--- src/rtl/dpic_pkg.sv ---
package dpic_pkg;
  localparam int unsigned OFS_RAW   = 'h00;
  localparam int unsigned OFS_ENA   = 'h04;
  localparam int unsigned OFS_SEL   = 'h08;
  localparam int unsigned OFS_NSTAT = 'h0C;
  localparam int unsigned OFS_FSTAT = 'h10;
  localparam int unsigned OFS_PRIO  = 'h14;
  localparam int unsigned OFS_NTOP  = 'h18;
  localparam int unsigned OFS_FTOP  = 'h1C;

  typedef struct packed {
    logic ena;
    logic sel;
    logic prio;
  } wr_hit_t;
endpackage

--- src/rtl/dpic_regs.sv ---
module dpic_regs #(
  parameter int NSRC = 32,
  parameter int DW   = 32
) (
  input  logic             clk,
  input  logic             rst_n,
  input  dpic_pkg::wr_hit_t hit,
  input  logic [DW-1:0]    wr_data,
  output logic [NSRC-1:0]  ena_q,
  output logic [NSRC-1:0]  sel_q,
  output logic [DW-1:0]    prio_q
);
  logic [NSRC-1:0] ena_d, sel_d;
  logic [DW-1:0]   prio_d;

  always_comb begin
    ena_d  = ena_q;
    sel_d  = sel_q;
    prio_d = prio_q;
    if (hit.ena)  ena_d  = wr_data[NSRC-1:0];
    if (hit.sel)  sel_d  = wr_data[NSRC-1:0];
    if (hit.prio) prio_d = wr_data;
  end

  always_ff @(posedge clk or negedge rst_n) begin
    if (!rst_n) begin
      ena_q  <= '0;
      sel_q  <= '0;
      prio_q <= '0;
    end else begin
      if (hit.ena)  ena_q  <= ena_d;
      if (hit.sel)  sel_q  <= sel_d;
      if (hit.prio) prio_q <= prio_d;
    end
  end
endmodule

--- src/rtl/dpic_top_find.sv ---
module dpic_top_find #(
  parameter int NSRC = 32,
  localparam int IW = (NSRC > 1) ? $clog2(NSRC) : 1
) (
  input  logic [NSRC-1:0] vec,
  output logic [IW-1:0]   idx
);
  always_comb begin
    idx = '0;
    for (int i = 0; i < NSRC; i++)
      if (vec[i]) idx = IW'(i);
  end
endmodule

--- src/rtl/dpic_top.sv ---
module dpic_top #(
  parameter int NSRC = 32,
  parameter int AW   = 6,
  localparam int DW  = 32,
  localparam int IW  = (NSRC > 1) ? $clog2(NSRC) : 1
) (
  input  logic            clk,
  input  logic            rst_n,
  input  logic [NSRC-1:0] src,
  input  logic            wr_en,
  input  logic            rd_en,
  input  logic [AW-1:0]   addr,
  input  logic [DW-1:0]   wr_data,
  output logic [DW-1:0]   rd_data,
  output logic            irq,
  output logic            fiq
);
  import dpic_pkg::*;

  wr_hit_t          hit;
  logic [NSRC-1:0]  ena_q, sel_q, nstat, fstat;
  logic [DW-1:0]    prio_q;
  logic [IW-1:0]    ntop, ftop;

  always_comb begin
    hit.ena  = wr_en && (addr == AW'(OFS_ENA));
    hit.sel  = wr_en && (addr == AW'(OFS_SEL));
    hit.prio = wr_en && (addr == AW'(OFS_PRIO));
  end

  dpic_regs #(.NSRC(NSRC), .DW(DW)) u_regs (
    .clk(clk), .rst_n(rst_n), .hit(hit), .wr_data(wr_data),
    .ena_q(ena_q), .sel_q(sel_q), .prio_q(prio_q)
  );

  assign nstat = src & ena_q & ~sel_q;
  assign fstat = src & ena_q & sel_q;
  assign irq   = |nstat;
  assign fiq   = |fstat;

  dpic_top_find #(.NSRC(NSRC)) u_nfind (.vec(nstat), .idx(ntop));
  dpic_top_find #(.NSRC(NSRC)) u_ffind (.vec(fstat), .idx(ftop));

  always_comb begin
    rd_data = '0;
    if (rd_en) begin
      case (addr)
        AW'(OFS_RAW):   rd_data = DW'(src);
        AW'(OFS_ENA):   rd_data = DW'(ena_q);
        AW'(OFS_SEL):   rd_data = DW'(sel_q);
        AW'(OFS_NSTAT): rd_data = DW'(nstat);
        AW'(OFS_FSTAT): rd_data = DW'(fstat);
        AW'(OFS_PRIO):  rd_data = prio_q;
        AW'(OFS_NTOP):  rd_data = DW'(ntop);
        AW'(OFS_FTOP):  rd_data = DW'(ftop);
        default:        rd_data = '0;
      endcase
    end
  end
endmodule

--- config.mk ---
export PLATFORM = sky130hd
export DESIGN_NAME = dpic_top
export DESIGN_NICKNAME = d
export VERILOG_FILES = /design/src/rtl/dpic_pkg.sv /design/src/rtl/dpic_regs.sv /design/src/rtl/dpic_top_find.sv /design/src/rtl/dpic_top.sv
export SDC_FILE = /design/constraint.sdc
export NUM_CORES = 1
export LEC_CHECK = 0
export ABC_AREA = 0
export ABC_CLOCK_PERIOD_IN_PS = 2250
export BUFFER_PORTS_ARGS = -buffer_cell sky130_fd_sc_hd__buf_2
export CAP_MARGIN = 20
export CORE_UTILIZATION = 57
export DETAILED_ROUTE_END_ITERATION = 12
export PLACE_DENSITY = 0.85
export SLEW_MARGIN = 20
export SYNTH_ARGS = -nofsm -noshare
export SYNTH_HDL_FRONTEND = slang
export SYNTH_SLANG_ARGS = --single-unit
--- constraint.sdc ---
create_clock -name clk -period 2.25 [get_ports clk]
set_input_delay 0.1125 -clock clk [delete_from_list [all_inputs] [get_ports clk]]
set_output_delay 0.1125 -clock clk [all_outputs]
set_load 0.02 [all_outputs]
# After elaboration in Yosys (flattened, before gate mapping)
# Cells that the tools add are included.
# classes
eq_ne	7
reduce_logical	6
bitwise	4
mux	64
# ops
op	count
32-bit one-hot mux with 8 select lines	1
5-bit two-way mux	32
32-bit AND	3
4-bit two-way mux	16
32-bit OR reduction	2
32-bit two-way mux	1
32-bit NOT	1
6-bit by 5-bit == test with 1-bit output, second input constant	4
3-bit two-way mux	8
6-bit by 4-bit == test with 1-bit output, second input constant	2
2-bit two-way mux	4
6-bit by 3-bit == test with 1-bit output, second input constant	1
6-bit zero test	1
1-bit logical AND	3
1-bit two-way mux	2
# totals
ff_bits	96
in_bits	74
word_cells	84

# Logic depth before layout (Yosys ltp)
# Gate-level depths: netlist (run 1).
# logic_depth
ltp_word	35
mapped_depth	8

# Hierarchy
# From an unflattened synthesis (run 1), not the netlist that was laid out.
# unflattened
cells_unflattened	602
hier_area_um2	6652.6
# modules_own_cells
module	instances	area_per_inst_um2	cells_each	seq_area_each_um2
dpic_regs	1	4035.1	204	2402.3
dpic_top	1	1911.8	278	0.0
dpic_top_find	2	352.8	60	0.0

# Worst setup path after synthesis (run 1)
# No wires, ideal clock.
# synth_path
path_kind	register -> output
startpoint	register u_regs.ena_q[18]
endpoint	output rd_data[4]
path_stages_with_launch	7
t_arrival_ps	1927
slack_ps	210
path_cell_list	dfrtp_1 nand3_1 nand4_1 or3_1 or3b_1 a222oi_1 a41oi_1
# synth_between
elab_chain_len	18
# synth_lines
element	line	text
from (decl)	dpic_regs.sv:9	output logic [NSRC-1:0] ena_q,
from (signal assigned)	dpic_regs.sv:31	if (hit.ena) ena_q <= ena_d;
32-bit AND *	dpic_top.sv:36, dpic_top.sv:37	
32-bit AND, on equally long branches	dpic_top.sv:37, dpic_top.sv:36	
5-bit two-way mux (14 in series)	dpic_top_find.sv:11	if (vec[i]) idx = IW'(i);
32-bit one-hot mux with 8 select lines *	dpic_top.sv:47	case (addr)
32-bit two-way mux *	dpic_top.sv:46	if (rd_en) begin
to (decl)	dpic_top.sv:14	output logic [DW-1:0] rd_data,
# Mark *: on every way between the ends. The rest lies on a longest branch, timed or not.

# Worst setup path in the final report (run 1)
# layout_path
startpoint	register u_regs.sel_q[19]
endpoint	output rd_data[4]
# layout_between
elab_chain_len	17
# layout_lines
element	line	text
from (decl)	dpic_regs.sv:10	output logic [NSRC-1:0] sel_q,
from (signal assigned)	dpic_regs.sv:32	if (hit.sel) sel_q <= sel_d;
32-bit NOT	dpic_top.sv:36	assign nstat = src & ena_q & ~sel_q;
32-bit AND	dpic_top.sv:36	
5-bit two-way mux (13 in series)	dpic_top_find.sv:11	
32-bit one-hot mux with 8 select lines *	dpic_top.sv:47	
32-bit two-way mux *	dpic_top.sv:46	
# Marks and branches as above.

==> qor.csv, run 1 <==
stage,metric,value,unit
outcome,outcome,finished with violations,
outcome,violations,"hold timing, setup timing",
timing,layout_setup_ws,-494,ps
timing,fin_crit,2740,ps
timing,drv_slew,0,
power_and_ir_drop,finalPower,0.00478,W
worst_hold_path,hold_path_class,in -> reg,
timing,max_freq,0.364,GHz
yosys,synthCells,636,
clock_network,clk_path_buf_depth,2,
critical_path,cp.arrival,2630,ps
grt,grt_pass1_wl,33700,µm
cells_and_area,layout_commonest_cell,buf_4,
grt,overflow,0,
drt,firstDrtPassIters,8,
yosys,synth-seq-cells,96,
critical_path,reg2reg_slack,1170,ps
critical_path,criticalPathCategory,reg -> out,
critical_path,critPathRequiredTime,2140,ps
yosys,synth_edf_count,0,
cells_and_area,stdcell_area,8460,µm²
timing,finalHoldWorstSlack,-9.23,ps
critical_path,crit_chain,nand3_2 -> nand4_1 -> or3_4 -> or3b_4 -> a222oi_1 -> a41oi_1 -> buf_2,
timing,finalSetupViolCount,9,
critical_path,slowest_stage,or3_4,
timing,tightest_slew,694,ps
clock_network,clockRootBuffer,clkbuf_8,
drt,drc,0,
clock_network,clk_pin_slew,90,ps
cells_and_area,area_delta_synth_final,36.0,%
grt,grt_start_max_net_pins,50,
timing,rsz0062_at_grt,true,
place,dp_hpwl,14900,µm
power_and_ir_drop,power.density,566,nW/µm²
die,rows,37,
die,initial_core_util,59.4,%
grt,grt.total_usage,39.0,%
yosys,synth_seq_area_share,38.6,%
yosys,synth_cell_type_count,61,
critical_path,cp.buffers_inverters,1,
timing,max_slew_margin,53.3,%
clock_network,cts_tree,done,
critical_path,start_kind,flip-flop,
drt,wl_per_cell,24.2,µm
place,portBuffers,107,
drt,ant_nets,0,
clock_network,numCtsBuffers,9,
drt,drt_iter0_drc,942,
timing,period_share,122,%
die,core_area,10500,µm²
clock_network,clock_latency,390,ps
die,die_width,106,µm
drt,vias_per_cell,7.23,
yosys,ys.flop_type,dfrtp_1,
critical_path,critPathTopFamily,simple AND/OR/NAND/NOR gates,
place,gp_congestion,1.00,
drt,route.vias.total,7156,
die,die_area,11300,µm²
yosys,async_flop_share,100,%
die,io_pins,108,
cells_and_area,nets,923,
critical_path,cp_max_fo,2,
yosys,synth_area_per_cell,9.78,µm²
grt,grt_pass1_vias,6652,
power_and_ir_drop,leakagePower,3.86,nW
timing,hold_viol_final,13,
die,die_height,106,µm
cells_and_area,drive_above_1_share,43.2,%
place,dpl_cell_area,7310,µm²
drt,wl,23900,µm
timing,fin_skew,0,ps
critical_path,cpPeakStageDelay,420,ps
clock_network,cts_max_level,3,
cells_and_area,diodes,0,
yosys,syn-num-nets,710,
power_and_ir_drop,vdd_drop_max,0.394,mV
cells_and_area,layout_common_cells,"buf_4, dfrtp_1, buf_2",
yosys,ys_warn_count,0,
yosys,netlist_area,6220,µm²
run,drv_cap,0,
critical_path,end_kind,primary output,
grt,antenna_found_initial,0,
clock_network,cts_sinks,96,
==> metrics by stage <==
step | cells | setup TNS, ps | util (%) | hold slack (ps) | worst slack [ps]
floorplan | 636 | 0 | - | -183 | 210
global placement | 917 | 0 | 69.9 | 170 | 34.0
detailed placement | 917 | -45.6 | 69.9 | 178 | -45.6
CTS | 970 | -846 | 76.5 | 0.0567 | -381
global route | 990 | -2670 | 80.8 | -10.4 | -534
finish | 990 | -1670 | 80.8 | -9.23 | -494
==> kinds of logic (layout without fill, tap and decap cells) <==
kind of cell / count (synthesis) / after routing / share of synthesized area [%]
AOI/OAI and AO/OA: 183 / 183 / 19.3
muxes: 98 / 98 / 17.7
buffers and inverters: 36 / 253 / 2.90
and+or+nand+nor: 223 / 224 / 21.5
DFF: 96 / 96 / 38.6
==> repair_timing <==
action | in CTS | in global routing
cloned | 0 | 3
resized for setup | 41 | 79
setup endpoints to repair | 7 | 24
hold endpoints to repair | 99 | 0
pin swaps | 23 | 33
setup buffers | 15 | 20
hold buffers | 23 | 0
==> cells in the mapped netlist, types with 10 or more instances <==
cell type	instances	area (µm²)
dfrtp_1	96	2400
mux2_2	85	957
o21ai_0	65	325
nand2_1	36	135
nand3_1	34	170
a22oi_1	26	195
a31oi_1	24	150
and3_1	24	150
nor3b_1	23	173
nor2_1	22	82.6
nand3b_1	20	150
buf_2	18	90.1
a21oi_1	13	65.1
a222oi_1	11	110
mux2_1	11	124
clkbuf_1	10	37.5
==> final cells by class <==
cell class / count / area, µm²
timing repair buffer: 234 / 1740
multi-input combinational: 505 / 3920
inverter: 3 / 11.3
fill: 623 / 2010
sequential: 96 / 2400
tap: 136 / 170
clock inverter: 3 / 65.1
clock buffer: 13 / 149
==> report_power, final <==
group / total, W / internal (W) / switching, W
Sequential: 0.00217 / 0.00195 / 0.000217
Clock: 0.00127 / 0.000657 / 0.000617
Combinational: 0.00134 / 0.000676 / 0.000665
==> registers in the layout, indices dropped and copies added (netlist names) <==
signal,count
u_regs.sel_q,32
u_regs.ena_q,32
u_regs.prio_q,32
==> worst paths after layout <==
| check | to | startpoint | depth (start not counted) |
|---|---|---|---|
| max | rd_data[4] | u_regs.sel_q[19] | 7 |
| min | u_regs.sel_q[8] | wr_data[8] | 2 |
| max reg2reg | u_regs.sel_q[17] | u_regs.sel_q[17] | 3 |
| min reg2reg | u_regs.prio_q[7] | u_regs.prio_q[7] | 1 |
| max in group asynchronous | u_regs.sel_q[25] | rst_n | 3 |
| min in group asynchronous | u_regs.prio_q[9] | rst_n | 2 |
==> per-layer routing <==
layer  vias to the layer above  global-route usage, %  share of wire (%)
met5                         -                      0                  0
met4                         0                   21.2                7.4
met3                       196                   7.17                 12
met2                       631                   64.5                 45
met1                      3400                   48.2                 35
li1                       2929                      -                  -
No activity file was read; power rests on OpenSTA's default activity.
==> run 2: changes to the inputs <==
Settings changed: CORE_UTILIZATION 57 to 58, PLACE_DENSITY 0.85 to 0.89, SYNTH_HIERARCHICAL set to 1.
==> qor.csv, run 2 <==
stage,metric,value,unit
outcome,outcome,finished with violations,
outcome,violations,setup timing,
yosys,synth_cell_type_count,49,
drt,firstDrtPassIters,6,
place,dp_hpwl,15300,µm
yosys,ys_top_cells_by_count,"a22oi_1, dfrtp_1, mux2_4",
yosys,syn-num-nets,676,
yosys,synth_compound_area_share,19.7,%
drt,route.vias.total,6377,
cells_and_area,nFillCells,742,
timing,drv_slew,0,
timing,period_share,115,%
critical_path,critPathTopFamily,compound AO/OA/AOI/OAI gates,
critical_path,critPathRequiredTime,2140,ps
power_and_ir_drop,vdd_drop_max,0.525,mV
cells_and_area,stdcell_area,8310,µm²
timing,finalSetupViolCount,7,
timing,tightest_slew,613,ps
critical_path,start_kind,flip-flop,
critical_path,cp.arrival,2470,ps
grt,overflow,0,
critical_path,reg2regPathDepth,3,
drt,drt_iter0_drc,861,
drt,drc,0,
cells_and_area,diodes,0,
yosys,muxShareOfSynthArea,21.3,%
die,rows,38,
cells_and_area,area_delta_synth_final,25.0,%
timing,fin_crit,2580,ps
power_and_ir_drop,leakagePower,3.74,nW
grt,grt_pass1_wl,34600,µm
cells_and_area,layout_commonest_cell,buf_2,
cells_and_area,drive_above_1_share,46.7,%
critical_path,end_kind,primary output,
timing,hold_viol_final,0,
timing,max_freq,0.388,GHz
grt,antenna_found_initial,0,
yosys,synthCells,602,
yosys,netlist.area_leader.share,36.1,%
yosys,synth_area_leaders,"dfrtp_1, mux2_4, a22oi_1, and3_1, a31oi_1",
yosys,synth_adder_area_share,0,%
clock_network,numCtsBuffers,9,
critical_path,cp_max_fo,5,
place,gp_congestion,0.965,
yosys,netlist_area,6650,µm²
yosys,synth_top_family_by_area,multiplexers,
critical_path,cpPeakStageDelay,380,ps
drt,wl,22400,µm
place,portBuffers,107,
critical_path,r2r_end,u_regs/sel_q[24],
power_and_ir_drop,power.density,604,nW/µm²
clock_network,cts_sinks,96,
grt,grt.total_usage,38.7,%
grt,grt_start_max_net_pins,55,
critical_path,cp.buffers_inverters,1,
yosys,synth_xor_area_share,0,%
die,die_area,11900,µm²
drt,wl_per_cell,24.7,µm
place,dpl_cell_area,7700,µm²
cells_and_area,final_util,75.4,%
grt,grt_pass1_vias,6573,
drt,vias_per_cell,7.02,
die,io_pins,108,
yosys,synth_seq_area_share,36.1,%
cells_and_area,nets,837,
clock_network,clockRootBuffer,clkbuf_16,
die,die_height,109,µm
yosys,async_flop_share,100,%
clock_network,clk_path_buf_depth,2,
cells_and_area,reg.largest.list,"u_regs/ena_q: 32 flops, u_regs/prio_q: 32 flops, u_regs/sel_q: 32 flops",
yosys,yosysTopAreaCell,dfrtp_1,
clock_network,clk_pin_slew,60,ps
timing,fin_skew,0,ps
timing,max_slew_margin,59.1,%
critical_path,critPathCapture,rd_data[0],
cells_and_area,layout_common_cells,"buf_2, a22oi_1, dfrtp_1",
critical_path,slowest_stage,dfrtp_1,
yosys,synth_area_per_cell,11.1,µm²
clock_network,clock_latency,350,ps
timing,rsz0062_at_grt,true,
yosys,synth_edf_count,0,
critical_path,worst-path-stages,8,
clock_network,cts_max_level,3,
critical_path,crit_chain,and3_4 -> or3_4 -> a221oi_2 -> o21ai_1 -> a221oi_2 -> a22oi_1 -> a41oi_2 -> buf_4,
run,drv_cap,0,
yosys,ys.flop_type,dfrtp_1,
critical_path,criticalPathCategory,reg -> out,
yosys,ys_warn_count,6,
critical_path,r2r_start,u_regs/sel_q[24],
yosys,yosysMostFrequentCell,a22oi_1,
yosys,synth-seq-cells,96,
critical_path,startpoint,u_regs/sel_q[14],
critical_path,cpMostUsedCell,a221oi_2,
die,die_width,109,µm
critical_path,reg2reg_slack,1180,ps
worst_hold_path,hold_path_class,in -> reg,
timing,layout_setup_ws,-328,ps
die,initial_core_util,60.3,%
die,core_area,11000,µm²
drt,ant_nets,0,
clock_network,cts_tree,done,
yosys,synth-simple-area-share,17.0,%
[run 2: changes by cell type after synthesis, moves of 32 or more]
cell / previous run / this run
mux2_4: 0 / 90
mux2_2: 85 / 6
a22oi_1: 26 / 101
o21ai_0: 65 / 6
nand3_1: 34 / 2
[run 2: per-stage QoR]
step           total power, W  cells  hold slack (ps)  setup TNS (ps)  worst slack [ps]
2_1_floorplan         0.00287    602             -183               0              95.5
3_3_place_gp          0.00332    881              137               0              10.9
3_5_place_dp          0.00339    881              156           -48.1             -25.8
4_1_cts               0.00495    907             15.8           -1550              -256
5_1_grt               0.00519    908             20.1           -1940              -375
6_report              0.00502    908             19.3           -1740              -328
[run 2: cell families after synthesis]
| family | count (synthesis) |
|---|---|
| AOI/OAI and AO/OA | 176 |
| buffers and inverters | 50 |
| and+or+nand+nor | 184 |
| DFF | 96 |
| muxes | 96 |
[run 2: worst min path at each step]
stage / to / from / slack, ps / cells past startpoint
after global placement: u_regs/ena_q[30] / rst_n / 140 / 1
final: u_regs/prio_q[17] / wr_data[17] / 20 / 2
after detailed placement: u_regs/ena_q[30] / rst_n / 160 / 1
after floorplan: u_regs/ena_q[0] / rst_n / -180 / 0
after global routing: u_regs/prio_q[26] / wr_data[26] / 20 / 2
after CTS: u_regs/sel_q[27] / wr_data[27] / 20 / 2
[run 2: power by group]
group	switching, W	internal [W]	leakage (nW)	total, W
Sequential	0.000205	0.00196	1.28	0.00216
Combinational	0.000651	0.000756	2.34	0.00141
Clock	0.000670	0.000783	0.123	0.00145
Total	0.00153	0.00349	3.74	0.00502
[run 2: repair_timing]
item,in CTS,in global routing
pin swaps,21,11
endpoints found under the hold margin,42,0
buffers inserted,9,1
hold buffers,1,0
gates resized for setup,48,19
endpoints found under the setup margin,7,7
[run 2: worst reg2reg max path: stages, from the launching register on]
cell and delay, ps:
dfrtp_1 430, buf_6 140, buf_4 120, mux2_4 270
[run 2: final cells by class]
cell class	instances	area, µm²	share of cell area (%)
clock buffers	14	254	3.06
clock inverters	2	15.0	0.181
inverters	16	60.1	0.722
multi-input cells	456	4110	49.5
flip-flops and latches	96	2400	28.9
well taps	140	175	2.11
repair buffers	184	1290	15.6
[run 2: metal layers]
metal | share of wire [%] | wire [µm] | up-vias | GRT usage (%)
met2 | 47 | 10400 | 478 | 60.5
met1 | 40 | 9020 | 3108 | 51.0
met3 | 9.5 | 2130 | 101 | 7.47
li1 | - | - | 2690 | -
met5 | 0 | 0 | - | 0
met4 | 3.6 | 806 | 0 | 19.6
